===== config.mk =====
export PLATFORM = sky130hd
export DESIGN_NAME = pat_section_parser
export DESIGN_NICKNAME = d
export VERILOG_FILES = /design/src/rtl/pat_pkg.sv /design/src/rtl/pat_pkt_tracker.sv /design/src/rtl/pat_sec_fsm.sv /design/src/rtl/pat_section_parser.sv
export SDC_FILE = /design/constraint.sdc
export NUM_CORES = 1
export LEC_CHECK = 0
export CORE_MARGIN = 3
export CORE_UTILIZATION = 55
export CTS_CLUSTER_SIZE = 20
export DETAILED_ROUTE_END_ITERATION = 8
export DONT_BUFFER_PORTS = 1
export PLACE_DENSITY = 0.73
export SYNTH_ARGS = -nofsm -noshare
export SYNTH_HDL_FRONTEND = slang
export SYNTH_HIERARCHICAL = 1
export SYNTH_SLANG_ARGS = --single-unit
export TNS_END_PERCENT = 1

===== constraint.sdc =====
create_clock -name clk -period 2.8 [get_ports clk]
set_clock_uncertainty 0.15 [all_clocks]
set_input_delay 0.42 -clock clk [delete_from_list [all_inputs] [get_ports clk]]
set_output_delay 0.42 -clock clk [all_outputs]
set_load 0.005 [all_outputs]

===== src/rtl/pat_pkg.sv =====
package pat_pkg;
    localparam logic [7:0] SYNC_BYTE = 8'h47;
    localparam int unsigned LEN_W = 12;

    typedef enum logic [3:0] {
        ST_IDLE,
        ST_HDR1,
        ST_HDR2,
        ST_HDR3,
        ST_PTR,
        ST_SKIP,
        ST_TID,
        ST_LEN1,
        ST_LEN2,
        ST_EXT,
        ST_ENT,
        ST_CRC
    } pat_state_t;
endpackage


===== src/rtl/pat_pkt_tracker.sv =====
module pat_pkt_tracker #(
    parameter int unsigned PKT_LEN = 188,
    parameter int unsigned IDX_W   = $clog2(PKT_LEN + 1)
) (
    input  logic             clk,
    input  logic             rst_n,
    input  logic             byte_valid,
    input  logic             pkt_start,
    output logic [IDX_W-1:0] cur_idx,
    output logic             in_pkt
);
    logic [IDX_W-1:0] seen;

    // position of the byte on the bus within its packet
    assign cur_idx = pkt_start ? '0 : seen;
    assign in_pkt  = pkt_start || (seen < IDX_W'(PKT_LEN));

    always_ff @(posedge clk or negedge rst_n) begin
        if (!rst_n) begin
            seen <= IDX_W'(PKT_LEN);
        end else if (byte_valid && in_pkt) begin
            seen <= cur_idx + 1'b1;
        end
    end

    assert_count_bound_R11: assert property (@(posedge clk) disable iff (!rst_n)
        seen <= IDX_W'(PKT_LEN));
endmodule


===== src/rtl/pat_sec_fsm.sv =====
module pat_sec_fsm
    import pat_pkg::*;
#(
    parameter int unsigned PKT_LEN   = 188,
    parameter int unsigned IDX_W     = $clog2(PKT_LEN + 1),
    parameter logic [12:0] MAP_PID   = 13'h0000,
    parameter logic [7:0]  TABLE_ID  = 8'h00,
    parameter int unsigned EXT_LEN   = 5,
    parameter int unsigned CRC_LEN   = 4
) (
    input  logic             clk,
    input  logic             rst_n,
    input  logic             byte_valid,
    input  logic             pkt_start,
    input  logic [7:0]       byte_in,
    input  logic [IDX_W-1:0] cur_idx,
    input  logic             in_pkt,
    output logic             ent_valid,
    output logic [15:0]      prog_num,
    output logic [12:0]      pid_out,
    output logic             is_nit,
    output logic             sec_err
);
    localparam int unsigned MIN_LEN = EXT_LEN + CRC_LEN;
    localparam logic [IDX_W-1:0] LAST_IDX = IDX_W'(PKT_LEN - 1);

    pat_state_t       state, nxt;
    logic             pusi;
    logic [4:0]       pid_hi;
    logic [3:0]       len_hi;
    logic [7:0]       cnt;
    logic [LEN_W-1:0] rem;
    logic [1:0]       ebyte;
    logic [23:0]      ebuf;
    logic             err_n;

    logic             take;
    logic [LEN_W-1:0] len_w;
    logic [LEN_W:0]   room;
    logic [LEN_W-1:0] rem_dec;
    logic [12:0]      pid_w;

    assign take    = byte_valid && in_pkt && !pkt_start;
    assign len_w   = {len_hi, byte_in};
    assign room    = (LEN_W+1)'(PKT_LEN - 1) - (LEN_W+1)'(cur_idx);
    assign rem_dec = rem - 1'b1;
    assign pid_w   = {pid_hi, byte_in};

    // next state
    always_comb begin
        nxt   = state;
        err_n = 1'b0;
        if (byte_valid) begin
            if (pkt_start) begin
                nxt = (byte_in == SYNC_BYTE) ? ST_HDR1 : ST_IDLE;
            end else if (!in_pkt) begin
                nxt = ST_IDLE;
            end else begin
                unique case (state)
                    ST_IDLE: nxt = ST_IDLE;
                    ST_HDR1: nxt = ST_HDR2;
                    ST_HDR2: nxt = (pusi && pid_w == MAP_PID) ? ST_HDR3 : ST_IDLE;
                    ST_HDR3: nxt = ST_PTR;
                    ST_PTR:  nxt = (byte_in == 8'd0) ? ST_TID : ST_SKIP;
                    ST_SKIP: nxt = (cnt == 8'd1) ? ST_TID : ST_SKIP;
                    ST_TID:  nxt = (byte_in == TABLE_ID) ? ST_LEN1 : ST_IDLE;
                    ST_LEN1: nxt = byte_in[7] ? ST_LEN2 : ST_IDLE;
                    ST_LEN2: begin
                        if ((len_w < LEN_W'(MIN_LEN)) || ({1'b0, len_w} > room)) begin
                            nxt   = ST_IDLE;
                            err_n = 1'b1;
                        end else begin
                            nxt = ST_EXT;
                        end
                    end
                    ST_EXT: begin
                        if (cnt == 8'(EXT_LEN - 1))
                            nxt = (rem_dec == LEN_W'(CRC_LEN)) ? ST_CRC : ST_ENT;
                    end
                    ST_ENT:  if (rem_dec == LEN_W'(CRC_LEN)) nxt = ST_CRC;
                    ST_CRC:  if (rem_dec == '0) nxt = ST_IDLE;
                    default: nxt = ST_IDLE;
                endcase
                if (cur_idx == LAST_IDX) nxt = ST_IDLE;
            end
        end
    end

    // state register
    always_ff @(posedge clk or negedge rst_n) begin
        if (!rst_n) state <= ST_IDLE;
        else        state <= nxt;
    end

    // datapath and outputs
    always_ff @(posedge clk or negedge rst_n) begin
        if (!rst_n) begin
            pusi      <= 1'b0;
            pid_hi    <= '0;
            len_hi    <= '0;
            cnt       <= '0;
            rem       <= '0;
            ebyte     <= '0;
            ebuf      <= '0;
            ent_valid <= 1'b0;
            prog_num  <= '0;
            pid_out   <= '0;
            is_nit    <= 1'b0;
            sec_err   <= 1'b0;
        end else begin
            ent_valid <= 1'b0;
            sec_err   <= err_n;
            if (take) begin
                unique case (state)
                    ST_HDR1: begin
                        pusi   <= byte_in[6];
                        pid_hi <= byte_in[4:0];
                    end
                    ST_PTR:  cnt <= byte_in;
                    ST_SKIP: cnt <= cnt - 1'b1;
                    ST_LEN1: len_hi <= byte_in[3:0];
                    ST_LEN2: begin
                        rem <= len_w;
                        cnt <= '0;
                    end
                    ST_EXT: begin
                        rem   <= rem_dec;
                        cnt   <= cnt + 1'b1;
                        ebyte <= '0;
                    end
                    ST_ENT: begin
                        rem   <= rem_dec;
                        ebyte <= ebyte + 1'b1;
                        ebuf  <= {ebuf[15:0], byte_in};
                        if (ebyte == 2'd3) begin
                            ent_valid <= 1'b1;
                            prog_num  <= ebuf[23:8];
                            pid_out   <= {ebuf[4:0], byte_in};
                            is_nit    <= (ebuf[23:8] == 16'd0);
                        end
                    end
                    ST_CRC:  rem <= rem_dec;
                    ST_IDLE, ST_HDR2, ST_HDR3, ST_TID: ;
                    default: ;
                endcase
            end
        end
    end

    assert_no_dual_strobe_R10: assert property (@(posedge clk) disable iff (!rst_n)
        !(ent_valid && sec_err));
    assert_err_single_R10: assert property (@(posedge clk) disable iff (!rst_n)
        sec_err |=> !sec_err);
    assert_entry_gap_R7: assert property (@(posedge clk) disable iff (!rst_n)
        ent_valid |=> !ent_valid);
    assert_nit_flag_R8: assert property (@(posedge clk) disable iff (!rst_n)
        ent_valid |-> (is_nit == (prog_num == 16'd0)));
    assert_hold_idle_R12: assert property (@(posedge clk) disable iff (!rst_n)
        !byte_valid |=> $stable(state));
endmodule


===== src/rtl/pat_section_parser.sv =====
module pat_section_parser #(
    parameter int unsigned PKT_LEN  = 188,
    parameter logic [12:0] MAP_PID  = 13'h0000,
    parameter logic [7:0]  TABLE_ID = 8'h00,
    parameter int unsigned EXT_LEN  = 5,
    parameter int unsigned CRC_LEN  = 4
) (
    input  logic        clk,
    input  logic        rst_n,
    input  logic        byte_valid,
    input  logic        pkt_start,
    input  logic [7:0]  byte_in,
    output logic        ent_valid,
    output logic [15:0] prog_num,
    output logic [12:0] pid_out,
    output logic        is_nit,
    output logic        sec_err
);
    localparam int unsigned IDX_W = $clog2(PKT_LEN + 1);

    logic [IDX_W-1:0] cur_idx;
    logic             in_pkt;

    pat_pkt_tracker #(
        .PKT_LEN(PKT_LEN),
        .IDX_W  (IDX_W)
    ) u_trk (
        .clk       (clk),
        .rst_n     (rst_n),
        .byte_valid(byte_valid),
        .pkt_start (pkt_start),
        .cur_idx   (cur_idx),
        .in_pkt    (in_pkt)
    );

    pat_sec_fsm #(
        .PKT_LEN (PKT_LEN),
        .IDX_W   (IDX_W),
        .MAP_PID (MAP_PID),
        .TABLE_ID(TABLE_ID),
        .EXT_LEN (EXT_LEN),
        .CRC_LEN (CRC_LEN)
    ) u_fsm (
        .clk       (clk),
        .rst_n     (rst_n),
        .byte_valid(byte_valid),
        .pkt_start (pkt_start),
        .byte_in   (byte_in),
        .cur_idx   (cur_idx),
        .in_pkt    (in_pkt),
        .ent_valid (ent_valid),
        .prog_num  (prog_num),
        .pid_out   (pid_out),
        .is_nit    (is_nit),
        .sec_err   (sec_err)
    );
endmodule


==> impl_metrics.csv <==
group,metric,value,unit
sta,worst_slack,-0.0607,ns
synth,syn_nets,573,
clock_tree,numCtsBuffers,9,
synth,yosys_warnings,6,
layout,fin_nets,582,
route,dr.pass1.iters,5,
critical_path,arrival,3.00,ns
synth,synthFlopType,"dfrtp_1",
global_routing,grt_usage,0.234,
synth,yosys.area_share.adder,0.0513,
synth,synthArstFlopShare,1.00,
layout,fillers,775,
global_routing,antenna_found_initial,0,
synth,synth_edf_count,0,
sta,hold_viol_final,100,
floorplanning,io_pins,44,
clock_tree,cts_buffer_depth,2,
critical_path,crit_path_end_kind,"flip-flop",
global_routing,grt_overflow_total,0,
critical_path,cp.required,2.94,ns
clock_tree,htreeDepth,3,
sta,fin_setup_tns,-0.0767,ns
power_and_ir_drop,power_density,507,nW/um^2
clock_tree,clkSinkCount,100,
synth,synth_top_family_by_area,"simple AND/OR/NAND/NOR gates",
sta,slew_headroom,0.626,
floorplanning,start_util,0.569,
sta,maxClockFrequency,350,MHz
route,drc,0,
sta,tightest_slew,0.561,ns
synth,yosys_register_bits,100,
sta,whs,-0.437,ns
synth,avgSynthCellArea,10.4,um^2
route,vias_per_cell,6.33,
synth,synth.yosys.seq_area_share,0.447,
floorplanning,die_x,107,um
route,wl,13000,um
route,avgRoutedWirePerCell,19.0,um
global_routing,grt_pass1_vias,4298,
placement,dp_hpwl,8930,um
floorplanning,core-area,9860,um^2
worst_hold_path,hold_class,"in -> async",
sta,rsz0062_at_grt,"yes",
clock_tree,root_buffer,"clkbuf_8",
status,violations,"negative hold slack, negative setup slack",
synth,synth_mux_area_frac,0.124,
placement,pre_cts_ws,-0.0410,ns
clock_tree,tritoncts,"built",
critical_path,path_class,"reg -> reg",
floorplanning,dieArea,11500,um^2
critical_path,startpoint_type,"flip-flop",
synth,synth_compound_area_frac,0.153,
synth,syn_inst,538,
clock_tree,clock_latency,0.38,ns
floorplanning,num_rows,36,
layout,area_growth,9.76,%
global_routing,grt_pass1_wl,21500,um
layout,n_antenna_cell,0,
route,ant_nets,0,
synth,synth-xor-area-share,0.0156,
global_routing,grt_max_degree,101,
sta,maxSlewViolCount,0,
clock_tree,clk_pin_slew,0.12,ns
floorplanning,chipHeight,107,um
placement,port-buffer-count,0,
route,vias,4338,
placement,place.gp.congestion,0.920,
layout,drive_gt1_frac,0.246,
sta,finalCritPeriodShare,1.02,
power_and_ir_drop,ir_drop,0.000349,V
synth,synth_cell_types,78,
run,cap_violations,0,
sta,finalSetupViolations,2,
status,outcome,"finished, violations left",
synth,synth-simple-area-share,0.176,
synth,syn_area,5610,um^2
route,drt_iter0_drc,267,
critical_path,critPathMaxFanout,2,
sta,min_period,2.86,ns
power_and_ir_drop,p_leak,2.78,nW
-- layout make-up --
class	count	area, um^2	area share
clock buffers	9	124	0.0201
clock inverters	7	86.3	0.0140
inverters	15	56.3	0.00914
multi-input cells	397	3010	0.489
flip-flops and latches	100	2510	0.407
well taps	133	166	0.0270
repair buffers	24	205	0.0333
-- worst max-delay path, stage by stage (launching register included) --
cell and delay (ns):
dfstp_2 0.55, nor2b_4 0.15, ha_2 0.19, and3_4 0.22
xnor2_2 0.11, ha_1 0.27, a21oi_2 0.13, nor2_1 0.05
a2111o_1 0.41, o211ai_1 0.28, nand2_1 0.09, mux2i_1 0.18
-- timing repair --
action / 4_1_cts / 5_1_grt
resized for setup: 9 / 6
hold endpoints to repair: 100 / 100
setup endpoints to repair: 2 / 3
pin swaps: 3 / 4
buffers inserted: 2 / 2
-- metal layers --
metal / track usage / vias to the layer above / wire length (um)
met4: 0.0703 / 0 / 213
met5: 0 / - / 0
li1: - / 2017 / -
met3: 0.0355 / 22 / 754
met2: 0.402 / 143 / 6460
met1: 0.305 / 2156 / 5590
-- cell families (layout without fill, tap and decap cells) --
kind of cell | count (synthesis) | count (layout)
xor gates and xnor gates | 10 | 10
DFF | 100 | 100
adders and majority gates | 23 | 23
and+or+nand+nor | 177 | 177
AOI/OAI and AO/OA | 125 | 125
buffers and inverters | 41 | 55
muxes | 62 | 62
-- stage by stage --
stage          hold slack, ns   util  power (mW)  cells  area [um^2]
2_1_floorplan         -0.0256      -        2.07    538         5620
3_3_place_gp          -0.0232  0.591        2.14    665         5830
3_5_place_dp          -0.0229  0.591        2.16    665         5830
4_1_cts                -0.445  0.621        3.13    683         6120
5_1_grt                -0.460  0.625        3.27    685         6160
6_report               -0.437  0.625        3.12    685         6160
-- state kept, by name (all words and copies together) (netlist names), 2 cells and up --
name and cells:
u_fsm/ebuf 24, u_fsm/prog_num 16, u_fsm/pid_out 13, u_fsm/rem 12, u_fsm/cnt 8, u_trk/seen 8, u_fsm/pid_hi 5, u_fsm/len_hi 4
u_fsm/state 4, u_fsm/ebyte 2
-- cells in the mapped netlist (5+ instances only) --
| cell type | count | share of area |
|---|---|---|
| a21oi_1 | 28 | 0.025 |
| a221oi_1 | 7 | 0.011 |
| and3_1 | 7 | 0.0078 |
| buf_2 | 8 | 0.0071 |
| clkbuf_1 | 13 | 0.0087 |
| dfrtp_1 | 95 | 0.42 |
| dfstp_2 | 5 | 0.023 |
| ha_1 | 23 | 0.051 |
| inv_1 | 15 | 0.010 |
| mux2_2 | 58 | 0.12 |
| nand2_1 | 47 | 0.031 |
| nand3_1 | 15 | 0.013 |
| nand3b_1 | 5 | 0.0067 |
| nand4_1 | 7 | 0.0078 |
| nor2_1 | 32 | 0.021 |
| nor2b_1 | 14 | 0.016 |
| nor3_1 | 9 | 0.0080 |
| nor4_1 | 10 | 0.011 |
| o21ai_0 | 33 | 0.029 |
| xnor2_1 | 6 | 0.0094 |
-- worst paths after layout --
check / start / endpoint / slack [ns] / depth (start not counted)
worst max-delay path: u_trk/seen[2]$_DFFE_PN1P_ / u_fsm/state[3]$_DFFE_PN0P_ / -0.06 / 11
worst min-delay path: rst_n / u_fsm/prog_num[11]$_DFFE_PN0P_ / -0.44 / 0
worst max register to register: u_trk/seen[2]$_DFFE_PN1P_ / u_fsm/state[3]$_DFFE_PN0P_ / -0.06 / 11
worst min register to register: u_fsm/pid_hi[0]$_DFFE_PN0P_ / u_fsm/pid_hi[0]$_DFFE_PN0P_ / 0.36 / 2
max in group asynchronous: rst_n / u_trk/seen[2]$_DFFE_PN1P_ / 2.72 / 0
min in group clk: byte_in[3] / u_fsm/len_hi[3]$_DFFE_PN0P_ / 0.02 / 2
-- where the power goes --
group / switching, mW / internal [mW]
clock network: 0.603 / 0.365
logic: 0.247 / 0.227
registers: 0.140 / 1.54
total: 0.990 / 2.13
-- placed cells by master, fill, tap and decap left out, types with 3 or more instances in the layout --
| cell | n |
|---|---|
| nor2_1 | 32 |
| dfrtp_1 | 94 |
| nand4_1 | 7 |
| a221o_1 | 4 |
| nand3_1 | 15 |
| ha_1 | 19 |
| o22ai_1 | 3 |
| a31oi_1 | 3 |
| o31ai_1 | 3 |
| and3_1 | 6 |
| o211ai_1 | 4 |
| nor2b_1 | 9 |
| a311oi_1 | 3 |
| nand2b_1 | 4 |
| o31a_1 | 3 |
| nand2_1 | 47 |
| inv_1 | 15 |
| a21o_1 | 4 |
| buf_4 | 22 |
| or3_1 | 4 |
| nor3b_1 | 3 |
| a21oi_1 | 27 |
| nor4_1 | 10 |
| a221oi_1 | 7 |
| nand3b_1 | 5 |
| nor2b_4 | 4 |
| clkbuf_8 | 9 |
| o21ai_0 | 32 |
| ha_4 | 3 |
| xor2_1 | 4 |
| nor3_1 | 9 |
| xnor2_1 | 5 |
| dfstp_2 | 5 |
| mux2_2 | 58 |
Note: power is estimated with default switching activity, not from simulation.
